===== config.mk =====
export PLATFORM = sky130hd
export DESIGN_NAME = seg_xlate
export DESIGN_NICKNAME = d
export VERILOG_FILES = /design/src/rtl/seg_xlate_pkg.sv /design/src/rtl/seg_sel_decode.sv /design/src/rtl/seg_desc_unpack.sv /design/src/rtl/seg_access_check.sv /design/src/rtl/seg_xlate.sv
export SDC_FILE = /design/constraint.sdc
export NUM_CORES = 1
export LEC_CHECK = 0
export ABC_AREA = 1
export BUFFER_PORTS_ARGS = -buffer_cell sky130_fd_sc_hd__buf_2
export CORE_MARGIN = 2
export CORE_UTILIZATION = 55
export DETAILED_ROUTE_END_ITERATION = 12
export HOLD_SLACK_MARGIN = 0.15
export PLACE_DENSITY = 0.81
export SLEW_MARGIN = 20
export SYNTH_ARGS = -nofsm -noshare
export SYNTH_HDL_FRONTEND = slang
export SYNTH_HIERARCHICAL = 1
export SYNTH_SLANG_ARGS = --single-unit
export TNS_END_PERCENT = 30

===== constraint.sdc =====
create_clock -name clk -period 4.4 [get_ports clk]
set_clock_uncertainty 0.1 [all_clocks]
set_input_delay 0.66 -clock clk [delete_from_list [all_inputs] [get_ports clk]]
set_output_delay 0.66 -clock clk [all_outputs]
set_load 0.02 [all_outputs]

===== src/rtl/seg_xlate_pkg.sv =====
package seg_xlate_pkg;
  localparam int LIN_W   = 32;
  localparam int LIM_W   = 20;
  localparam int PAGE_SH = 12;
  localparam int ACC_BIT = 8;

  typedef enum logic [2:0] {
    FLT_NONE    = 3'd0,
    FLT_BOUND   = 3'd1,
    FLT_NOTPRES = 3'd2,
    FLT_SYSTEM  = 3'd3,
    FLT_PRIV    = 3'd4,
    FLT_LIMIT   = 3'd5
  } fault_e;

  typedef struct packed {
    logic [LIN_W-1:0] base;
    logic [LIM_W-1:0] limit;
    logic             gran;
    logic             present;
    logic             code_data;
    logic [1:0]       dpl;
    logic             accessed;
  } desc_t;
endpackage


===== src/rtl/seg_sel_decode.sv =====
module seg_sel_decode #(
  parameter int IDX_W     = 13,
  parameter int TBL_LIM_W = 16,
  parameter int ADDR_W    = 32
) (
  input  logic [IDX_W+2:0]     sel,
  input  logic [ADDR_W-1:0]    gbase,
  input  logic [TBL_LIM_W-1:0] glim,
  input  logic [ADDR_W-1:0]    lbase,
  input  logic [TBL_LIM_W-1:0] llim,
  output logic [ADDR_W-1:0]    fetch_addr,
  output logic                 in_bounds,
  output logic [1:0]           rpl
);
  localparam int ENT_W = IDX_W + 3;

  logic [IDX_W-1:0]     idx;
  logic                 use_local;
  logic [ENT_W-1:0]     last_byte;
  logic [ADDR_W-1:0]    tbase;
  logic [TBL_LIM_W-1:0] tlim;

  always_comb begin
    idx        = sel[ENT_W-1:3];
    use_local  = sel[2];
    rpl        = sel[1:0];
    tbase      = use_local ? lbase : gbase;
    tlim       = use_local ? llim  : glim;
    last_byte  = {idx, 3'b111};
    in_bounds  = (ADDR_W'(last_byte) <= ADDR_W'(tlim));
    fetch_addr = tbase + ADDR_W'({idx, 3'b000});
  end
endmodule


===== src/rtl/seg_desc_unpack.sv =====
module seg_desc_unpack
  import seg_xlate_pkg::*;
(
  input  logic [31:0] lo,
  input  logic [31:0] hi,
  output desc_t       d
);
  logic unused_hi_bits;

  always_comb begin
    d.base      = {hi[31:24], hi[7:0], lo[31:16]};
    d.limit     = {hi[19:16], lo[15:0]};
    d.gran      = hi[23];
    d.present   = hi[15];
    d.dpl       = hi[14:13];
    d.code_data = hi[12];
    d.accessed  = hi[ACC_BIT];
  end

  assign unused_hi_bits = ^{hi[22:20], hi[11:9]};
endmodule


===== src/rtl/seg_access_check.sv =====
module seg_access_check
  import seg_xlate_pkg::*;
(
  input  desc_t            d,
  input  logic [LIN_W-1:0] offset,
  input  logic [1:0]       cpl,
  input  logic [1:0]       rpl,
  output fault_e           code,
  output logic [LIN_W-1:0] lin
);
  logic [LIN_W-1:0] eff_lim;
  logic [1:0]       eff_pl;
  logic             unused_acc;

  always_comb begin
    eff_pl  = (cpl > rpl) ? cpl : rpl;
    eff_lim = d.gran ? {d.limit, {PAGE_SH{1'b1}}}
                     : {{(LIN_W-LIM_W){1'b0}}, d.limit};
    if (!d.present)            code = FLT_NOTPRES;
    else if (!d.code_data)     code = FLT_SYSTEM;
    else if (eff_pl > d.dpl)   code = FLT_PRIV;
    else if (offset > eff_lim) code = FLT_LIMIT;
    else                       code = FLT_NONE;
    lin = d.base + offset;
  end

  assign unused_acc = d.accessed;
endmodule


===== src/rtl/seg_xlate.sv =====
module seg_xlate
  import seg_xlate_pkg::*;
#(
  parameter int IDX_W     = 13,
  parameter int TBL_LIM_W = 16
) (
  input  logic                 clk,
  input  logic                 rst,
  input  logic                 start,
  input  logic [IDX_W+2:0]     selector,
  input  logic [LIN_W-1:0]     offset,
  input  logic [1:0]           cpl,
  input  logic [LIN_W-1:0]     gdt_base,
  input  logic [TBL_LIM_W-1:0] gdt_limit,
  input  logic [LIN_W-1:0]     ldt_base,
  input  logic [TBL_LIM_W-1:0] ldt_limit,
  output logic                 mem_rd_en,
  output logic                 mem_wr_en,
  output logic [LIN_W-1:0]     mem_addr,
  output logic [LIN_W-1:0]     mem_wdata,
  input  logic [LIN_W-1:0]     mem_rdata,
  output logic                 done,
  output logic                 fault,
  output logic [2:0]           fault_code,
  output logic [LIN_W-1:0]     lin_addr
);
  localparam logic [LIN_W-1:0] WORD_STEP = LIN_W'(4);
  localparam logic [LIN_W-1:0] ACC_MASK  = LIN_W'(1) << ACC_BIT;

  typedef enum logic [1:0] {ST_IDLE, ST_RD_HI, ST_CAP_LO, ST_EVAL} state_e;

  state_e           state;
  logic [LIN_W-1:0] lo_q;
  logic [LIN_W-1:0] off_q;
  logic [1:0]       cpl_q;
  logic [1:0]       rpl_q;

  logic [LIN_W-1:0] fetch_addr;
  logic             in_bounds;
  logic [1:0]       sel_rpl;
  desc_t            desc;
  fault_e           chk_code;
  logic [LIN_W-1:0] chk_lin;

  seg_sel_decode #(
    .IDX_W(IDX_W), .TBL_LIM_W(TBL_LIM_W), .ADDR_W(LIN_W)
  ) u_dec (
    .sel(selector), .gbase(gdt_base), .glim(gdt_limit),
    .lbase(ldt_base), .llim(ldt_limit),
    .fetch_addr(fetch_addr), .in_bounds(in_bounds), .rpl(sel_rpl)
  );

  seg_desc_unpack u_unpack (.lo(lo_q), .hi(mem_rdata), .d(desc));

  seg_access_check u_chk_logic (
    .d(desc), .offset(off_q), .cpl(cpl_q), .rpl(rpl_q),
    .code(chk_code), .lin(chk_lin)
  );

  always_ff @(posedge clk) begin
    if (rst) begin
      state      <= ST_IDLE;
      mem_rd_en  <= 1'b0;
      mem_wr_en  <= 1'b0;
      mem_addr   <= '0;
      mem_wdata  <= '0;
      done       <= 1'b0;
      fault      <= 1'b0;
      fault_code <= FLT_NONE;
      lin_addr   <= '0;
      lo_q       <= '0;
      off_q      <= '0;
      cpl_q      <= '0;
      rpl_q      <= '0;
    end else begin
      done      <= 1'b0;
      mem_wr_en <= 1'b0;
      case (state)
        ST_IDLE: begin
          if (start) begin
            off_q <= offset;
            cpl_q <= cpl;
            rpl_q <= sel_rpl;
            if (!in_bounds) begin
              done       <= 1'b1;
              fault      <= 1'b1;
              fault_code <= FLT_BOUND;
              lin_addr   <= '0;
            end else begin
              mem_rd_en <= 1'b1;
              mem_addr  <= fetch_addr;
              state     <= ST_RD_HI;
            end
          end
        end
        ST_RD_HI: begin
          mem_rd_en <= 1'b1;
          mem_addr  <= mem_addr + WORD_STEP;
          state     <= ST_CAP_LO;
        end
        ST_CAP_LO: begin
          mem_rd_en <= 1'b0;
          lo_q      <= mem_rdata;
          state     <= ST_EVAL;
        end
        ST_EVAL: begin
          done       <= 1'b1;
          fault      <= (chk_code != FLT_NONE);
          fault_code <= chk_code;
          lin_addr   <= (chk_code == FLT_NONE) ? chk_lin : '0;
          if (chk_code == FLT_NONE && !desc.accessed) begin
            mem_wr_en <= 1'b1;
            mem_wdata <= mem_rdata | ACC_MASK;
          end
          state <= ST_IDLE;
        end
        default: state <= ST_IDLE;
      endcase
    end
  end
endmodule


[Yosys cells after proc, flatten, opt, wreduce, memory -nomap -nowiden]
Cells that the tools add are included.
Word-level totals
  bits in registers: 173
  input port bits: 181
Cells by class
  add/sub/neg operators: 3
  order comparisons: 4
  equal/unequal tests: 6
  multiplexer cells: 31
  bitwise operators: 1
  reductions and logical operators: 15
Operators by type and width (number)
  $mux 32: 7
  $pmux 32 s2: 2
  $add 32x16->32: 1
  $add 32x3->32 const B: 1
  $add 32x32->32: 1
  $gt 32x32->1: 1
  $mux 3: 6
  $le 16x16->1: 1
  $mux 16: 1
  $reduce_and 3->1: 3
  $pmux 2 s4: 1
  $mux 1: 7
  $mux 2: 3
  $ne 2x2->1 const B: 3
  $pmux 3 s2: 1
  $reduce_and 2->1: 3
  $reduce_bool 3->1: 2
  $eq 2x2->1 const B: 2
  $gt 2x2->1: 2
  $pmux 1 s2: 2
  $reduce_bool 2->1: 2
  $logic_not 3->1: 1
  $pmux 1 s3: 1
  $eq 2x1->1 const B: 1
  other kinds (5): 5

[Longest topological paths before layout]
Gate-level depths: netlist of the first run.
  word-level depth: 9
  depth in mapped cells: 24
  mapped depth without buffers: 20

[Cells and area by module]
The synthesis of the first run kept the hierarchy.
By module, submodules not included
  seg_xlate: instances 1, cells an instance 993, area each 7106.8 um^2, sequential area each 3463.3 um^2
  seg_access_check: instances 1, cells an instance 486, area each 2909.0 um^2, sequential area each 0.0 um^2
  seg_sel_decode: instances 1, cells an instance 509, area each 2542.4 um^2, sequential area each 0.0 um^2
  seg_desc_unpack: instances 1, cells an instance 58, area each 435.4 um^2, sequential area each 0.0 um^2

[Worst setup path before layout of the first run]
OpenSTA, ideal clock, no wires.
  path type: input -> register
  start point: input port mem_rdata[23]
  end point: register mem_wdata[10]
  data arrival time: 3174 ps
  path slack: 1007 ps
  stages: 22
  cell sequence: buf_4 clkbuf_1 buf_2 mux2i_1 ha_1 nand2_1 nand2_1 nand2_1 nand2_1 nand2_1 nand3_1 a21oi_1 nand2_1 nand3_1 a21oi_1 nor3_2 nand2_2 or2_1 buf_2 clkbuf_2 o21ai_0 a21oi_1
On the way
  longest elaborated chain between the ends: 9
RTL lines
  from (decl): RTL line seg_xlate.sv:21  | input logic [LIN_W-1:0] mem_rdata,
  $mux 32: RTL line seg_access_check.sv:17  | eff_lim = d.gran ? {d.limit, {PAGE_SH{1'b1}}}
  $gt 32x32->1: RTL line seg_access_check.sv:22  | else if (offset > eff_lim) code = FLT_LIMIT;
  $mux 3: RTL line seg_access_check.sv:22
  $mux 3: RTL line seg_access_check.sv:21  | else if (eff_pl > d.dpl) code = FLT_PRIV;
  $mux 3: RTL line seg_access_check.sv:20  | else if (!d.code_data) code = FLT_SYSTEM;
  $mux 3: RTL line seg_access_check.sv:19  | if (!d.present) code = FLT_NOTPRES;
  named net chk_code[0]: RTL line seg_xlate.sv:42  | fault_e chk_code;
  $logic_not 3->1: RTL line seg_xlate.sv:111  | if (chk_code == FLT_NONE && !desc.accessed) begin
  $logic_and 1x1->1: RTL line seg_xlate.sv:111
  $reduce_and 2->1 (no source line)
  to (signal assigned): RTL line seg_xlate.sv:113  | mem_wdata <= mem_rdata | ACC_MASK;
  to (decl): RTL line seg_xlate.sv:20  | output logic [LIN_W-1:0] mem_wdata,
The timed path passes the listed nets, and every way through them passes these cells.
A chain may end at the register's enable or synchronous reset.

[Worst setup path after layout of the first run]
  start point: input port mem_rdata[23]
  end point: register mem_wdata[28]
Same word-level chain as after synthesis.

==> results of run 1 <==
## cell families (layout without fill, tap and decap cells)
kind of cell	count (synthesis)	in the layout	synth area share
AOI/OAI and AO/OA	371	371	0.1555
buffers and inverters	317	512	0.1156
other	0	1	0
and+or+nand+nor	1026	1026	0.3226
adders and majority gates	102	102	0.09937
DFF	173	173	0.2665
xor gates and xnor gates	37	37	0.02494
muxes	20	20	0.01541
## cell usage after synthesis, drive strengths merged (12+ instances only)
cell    number  area [sq um]
a21oi      154         778.3
a22oi       23         172.7
buf         86         625.6
clkbuf      46         175.2
dfxtp      173          3463
ha         100          1251
inv        184         698.2
mux2i       20         200.2
nand2      582          2260
nand3       76         395.4
nand4       16         100.1
nor2       328          1292
nor3        12         65.06
o21ai      164         832.1
xor2        31         271.5
## power groups by stage
stage | sequential [uW] | combinational, uW | clock [uW]
after detailed placement | 2360 | 3360 | 0
after global placement | 2350 | 3280 | 0
final | 2340 | 3440 | 1510
after floorplan | 2350 | 2490 | 0
after CTS | 2320 | 3400 | 1530
after global routing | 2370 | 3870 | 1600
## routing by layer
layer | part of all wire | track usage | up-vias
met4 | 0.022 | 0.08918 | 0
met5 | 0 | 0 | -
met1 | 0.45 | 0.4290 | 6202
met3 | 0.093 | 0.06762 | 71
li1 | - | - | 6925
met2 | 0.44 | 0.4942 | 536
## critical path, cell delays in order
cell and delay, ns:
buf_2 0.53, nand2_1 0.15, ha_1 0.36, nand2_1 0.06, nor2_1 0.14, nand4_1 0.12, nor2_1 0.17, nand2_1 0.07
nand2_1 0.08, nand3_1 0.08, a21oi_1 0.21, nor3_2 0.07, nand2_2 0.12, or2_2 0.81, o21ai_0 0.22, a21oi_1 0.18
## worst min path at each step
stage | startpoint | slack (ns) | endpoint | depth (start not counted)
finish | mem_wdata[25]$_SDFFE_PP0P_ | 0.34 | mem_wdata[25]$_SDFFE_PP0P_ | 2
global route | cpl[1] | 0.36 | cpl_q[1]$_SDFFE_PP0P_ | 3
CTS | cpl[0] | 0.34 | cpl_q[0]$_SDFFE_PP0P_ | 3
detailed placement | mem_wdata[25]$_SDFFE_PP0P_ | 0.34 | mem_wdata[25]$_SDFFE_PP0P_ | 2
global placement | mem_wdata[7]$_SDFFE_PP0P_ | 0.33 | mem_wdata[7]$_SDFFE_PP0P_ | 2
floorplan | cpl_q[0]$_SDFFE_PP0P_ | 0.36 | cpl_q[0]$_SDFFE_PP0P_ | 2
## cell type report
class                           instances  area (sq um)  share of cell area
Multi-Input combinational cell       1556          8034              0.5464
Sequential cell                       173          3463              0.2355
Timing Repair Buffer                  295          1506              0.1025
Inverter                              185         701.9             0.04774
Clock buffer                           18         429.2             0.02919
Tap cell                              319         399.1             0.02714
Clock inverter                         14         167.7             0.01140
Antenna cell                            1         2.502           0.0001702
## state kept, by name, indices dropped and copies added, names as in the netlist
name        flops
state           2
fault_code      3
mem_addr       32
rpl_q           2
lin_addr       32
cpl_q           2
mem_wr_en       1
lo_q           32
fault           1
mem_rd_en       1
done            1
mem_wdata      32
off_q          32
## stage by stage
step                instances  hold WS (ns)
finish                   2561        0.3445
global route             2560        0.3632
CTS                      2560        0.3442
detailed placement       2528        0.3360
global placement         2528        0.3295
floorplan                2046        0.3550
==> results by group, run 1 <==
Finish
  • Filler instances: 2240
  • Finished Core Util: 0.6302
  • Design Area, Final: 14700 sq um
  • P&R area growth vs syn: 13.16%
  • Most common cell after layout, fill and taps aside: nand2_1
  • Fraction of layout cells with a size suffix above 1: 0.1714
  • Final Net Count: 2511
  • Most frequent cells in the layout: 558 x nand2_1, 315 x nor2_1, 283 x buf_2, 181 x inv_1, 173 x dfxtp_1

Job
  • Max_cap viols: 0

Power and ir drop
  • Max IR drop VDD: 0.0002958 V
  • P_int: 3872 uW
  • Clock Power Share: 0.207
  • Final Power: 7298 uW
  • Net Sw Frac: 0.4694
  • Comb pwr share: 0.472
  • Seq pwr share: 0.321
  • NetSw: 3426 uW
  • Leak Pwr: 0.007425 uW
  • Pwr dens: 496.3 nW/um^2

Yosys
  • Post-synthesis cell count: 2046
  • Library cells used by synthesis: 57
  • Asr flop ratio synth: 0
  • Sequential share of the synthesized area: 0.2665
  • Ys flop type: dfxtp_1
  • EDFF count, synth: 0
  • Yosys reg bits: 173
  • Mapped Area: 12990 sq um
  • Warnings from Yosys: 6
  • Syn nets: 2329
  • Avg Cell Area, Syn: 6.351 sq um

Clocking
  • Num CTS Buffers: 17
  • Htree depth: 4
  • Post-CTS Hold Buffers: 0
  • CTS tree: yes
  • Clk sinks: 173
  • Clock Tree Buf Depth: 2
  • Post_cts resized: 0
  • Clk Latency, worst-skew pair: 0.45 ns
  • CTS clk-pin slew, worst paths: 0.07 ns
  • Clk root buf: clkbuf_16
  • Post CTS Setup Buffer Count: 0

STA
  • FMAX: 263.8 MHz
  • Final period utilization: 0.8616
  • Max-slew headroom: 0.2820
  • RSZ-0062 raised after global routing: false
  • Slew Limit Fails: 0
  • Worst slew pin tran: 1.070 ns
  • Final setup fails: 0
  • Min Tclk post-route: 3.791 ns
  • Setup ws final: 0.6087 ns
  • Setup TNS: 0 ns
  • Final hold vios: 0

Critical path
  • Crit. End Element: register
  • Worst path required time: 4.67 ns
  • Reg2reg end: mem_wdata[28]$_SDFFE_PP0P_
  • Crit path max fanout: 64
  • R2r setup slk: 0.85 ns
  • Reg2reg start: cpl_q[1]$_SDFFE_PP0P_
  • CP endpoint: mem_wdata[28]$_SDFFE_PP0P_
  • Worst setup path class: input pin to register
  • Critical Path Start: mem_rdata[23]
  • Worst path arrival time: 4.06 ns
  • CP startpoint kind: input pin
  • Worst R2R Path Depth: 15

Placed design
  • Post-DP HPWL: 31.22 mm
  • Post-Place Cell Area: 14100 sq um
  • PortBufs: 283
  • Setup WS pre-CTS: 0.2085 ns
  • GP Congestion: 0.9460

Floorplanning
  • FP Rows: 56
  • Core area: 23330 sq um
  • Die W: 157.7 microns
  • Initial core utilization: 0.5569
  • IO Count: 284
  • Die Height: 157.7 microns
  • Die area: 24870 sq um

Global routing
  • Gr usage total: 0.3127
  • GRT Residual Overflow: 0
  • Initial antenna violation count: 1
  • First-pass GRT wire length: 61.44 mm
  • Largest net degree at the start of global routing: 75
  • Vias in the first global route: 12284

Drt
  • Routed len/inst: 15.34 microns
  • DR DRC count: 0
  • 1st-iter DRT viols: 1031
  • Post-route antenna net violation count: 0
  • Detailed Route WL: 39.27 mm
  • Vias/cell: 5.363
  • TritonRoute pass-1 iters: 5
  • Routed via count: 13734

Min path
  • Min-Delay Path Class: register to register

Outcome
  • Status: finished, final reports clean
Power figures use the tool's default switching activity.
==> run 2: changes to the inputs <==
--- a/config.mk
+++ b/config.mk
@@ -7,11 +7,13 @@
 export LEC_CHECK = 0
 export ABC_AREA = 1
 export BUFFER_PORTS_ARGS = -buffer_cell sky130_fd_sc_hd__buf_2
+export CELL_PAD_IN_SITES_DETAIL_PLACEMENT = 0
+export CELL_PAD_IN_SITES_GLOBAL_PLACEMENT = 1
 export CORE_MARGIN = 2
-export CORE_UTILIZATION = 55
+export CORE_UTILIZATION = 39
 export DETAILED_ROUTE_END_ITERATION = 12
 export HOLD_SLACK_MARGIN = 0.15
-export PLACE_DENSITY = 0.81
+export PLACE_DENSITY_LB_ADDON = 0.1
 export SLEW_MARGIN = 20
 export SYNTH_ARGS = -nofsm -noshare
 export SYNTH_HDL_FRONTEND = slang
==> run 2 against run 1 <==
Register-to-register slack improved by 0.34 ns. Core utilization fell by 18 points. Combinational power rose by 1%. Wire length rose by 11%. Hold slack got worse by 0.0048 ns. First-iteration DRC count fell by 21%. Critical path type unchanged.
==> results by group, run 2 (synthesized netlist as in run 1, its figures left out) <==
Finish
  • Most frequent cells in the layout: 558 x nand2_1, 315 x nor2_1, 283 x buf_2, 180 x inv_1, 173 x dfxtp_1
  • Filler instances: 3547
  • Area of the multi-input gates: 8036 sq um
  • Design Area, Final: 14860 sq um
  • Fraction of layout cells with a size suffix above 1: 0.1718
  • Final Net Count: 2511
  • Register area: 3463 sq um
  • P&R area growth vs syn: 14.39%
  • Finished Core Util: 0.4545
  • Most common cell after layout, fill and taps aside: nand2_1

Placed design
  • GP Congestion: 0.9183
  • PortBufs: 283
  • Post-Place Cell Area: 14260 sq um
  • Post-DP HPWL: 35.22 mm

Clocking
  • Num CTS Buffers: 17
  • Clock Tree Buf Depth: 2
  • CTS clk-pin slew, worst paths: 0.08 ns
  • Post_cts resized: 0
  • Clk root buf: clkbuf_16
  • Clk sinks: 173
  • CTS tree: yes
  • Htree depth: 4
  • Post CTS Setup Buffer Count: 0
  • Clk Latency, worst-skew pair: 0.45 ns
  • Post-CTS Hold Buffers: 0

Floorplanning
  • IO Count: 284
  • Die W: 186.5 microns
  • Initial core utilization: 0.3973
  • FP Rows: 66
  • Core area: 32700 sq um
  • Die Height: 186.5 microns
  • Die area: 34790 sq um

Critical path
  • Crit path cell chain: buf_2 > buf_4 > inv_8 > nand2_1 > nand2_1 > ha_1 > nor3b_1 > nand3_1 > nand2_1 > nand2_1 > nand2_1 > o21ai_2 > inv_1 > buf_4 > o21ai_0 > a221oi_1
  • Worst path required time: 4.66 ns
  • Worst path arrival time: 3.86 ns
  • Most numerous cell on the critical path: nand2_1
  • Crit. End Element: register
  • Largest stage delay, worst path: 0.43 ns
  • Slowest CP cell: buf_2
  • Cell family with most CP delay: buffers and inverters
  • CP startpoint kind: input pin
  • CP bufs+invs: 5
  • Worst setup path class: input pin to register
  • Crit path max fanout: 42

STA
  • FMAX: 277.3 MHz
  • WHS: 0.3397 ns
  • Max-slew headroom: 0.2709
  • Setup TNS: 0 ns
  • Final setup fails: 0
  • Final hold vios: 0
  • Worst slew pin tran: 1.087 ns
  • Min Tclk post-route: 3.607 ns
  • Final period utilization: 0.8197
  • RSZ-0062 raised after global routing: false
  • Slew Limit Fails: 0

Drt
  • Vias/cell: 4.978
  • DR DRC count: 0
  • Post-route antenna net violation count: 0
  • Routed len/inst: 16.21 microns
  • TritonRoute pass-1 iters: 5
  • Routed via count: 13361
  • Detailed Route WL: 43.52 mm
  • 1st-iter DRT viols: 812

Global routing
  • Largest net degree at the start of global routing: 69
  • GRT Residual Overflow: 0
  • Vias in the first global route: 12331
  • Gr usage total: 0.2458
  • First-pass GRT wire length: 67.63 mm
  • Initial antenna violation count: 3

Outcome
  • Status: finished, final reports clean

Job
  • Max_cap viols: 0

Power and ir drop
  • Max IR drop VDD: 0.0003723 V
  • Leak Pwr: 0.007431 uW
  • Pwr dens: 500.7 nW/um^2

Min path
  • Min-Delay Path Class: register to register
-- run 2: final cells by class --
| cell class | count | share of cell area |
|---|---|---|
| Tap cell | 442 | 0.03721 |
| Multi-Input combinational cell | 1556 | 0.5407 |
| Timing Repair Buffer | 295 | 0.1014 |
| Antenna cell | 1 | 0.0001684 |
| Sequential cell | 173 | 0.2330 |
| Clock inverter | 14 | 0.01145 |
| Clock buffer | 18 | 0.02887 |
| Inverter | 185 | 0.04723 |
-- run 2: stage by stage --
stage               total power (uW)  worst slack (ns)  cells
global route                    8029            0.5120   2684
global placement                5807            0.3230   2651
detailed placement              5841            0.2160   2651
floorplan                       4835             1.007   2046
finish                          7442            0.7934   2684
CTS                             7452            0.6816   2683
-- run 2: worst paths after layout --
kind / from / slack [ns] / cells after the start / endpoint
worst max-delay path: selector[2] / 0.79 / 16 / mem_addr[4]$_SDFFE_PP0P_
worst min-delay path: mem_wdata[2]$_SDFFE_PP0P_ / 0.34 / 2 / mem_wdata[2]$_SDFFE_PP0P_
worst max register to register: cpl_q[1]$_SDFFE_PP0P_ / 1.19 / 15 / mem_wdata[29]$_SDFFE_PP0P_
worst min register to register: mem_wdata[2]$_SDFFE_PP0P_ / 0.34 / 2 / mem_wdata[2]$_SDFFE_PP0P_
-- run 2: per-layer routing --
| layer | global-route usage | part of all wire |
|---|---|---|
| met2 | 0.3693 | 0.41 |
| met3 | 0.04269 | 0.061 |
| met4 | 0.04701 | 0.012 |
| met1 | 0.3676 | 0.51 |
| met5 | 0 | 0.00030 |
-- run 2: worst reg2reg max path, stage by stage, from the launching register on --
cell and delay (ns):
dfxtp_1 0.35, inv_1 0.05, ha_1 0.29, o22ai_1 0.23, nor2_1 0.06, a21oi_1 0.12
ha_1 0.16, nor2_1 0.04, o21ai_0 0.27, nand3_1 0.12, a21oi_1 0.21, nor3_2 0.07
nand2_2 0.12, or2_4 0.56, o21ai_0 0.22, a21oi_1 0.17
-- run 2: where the power goes --
part | internal (uW) | switching [uW]
registers | 1920 | 436
logic | 1180 | 2310
clock network | 863 | 730
total | 3960 | 3480
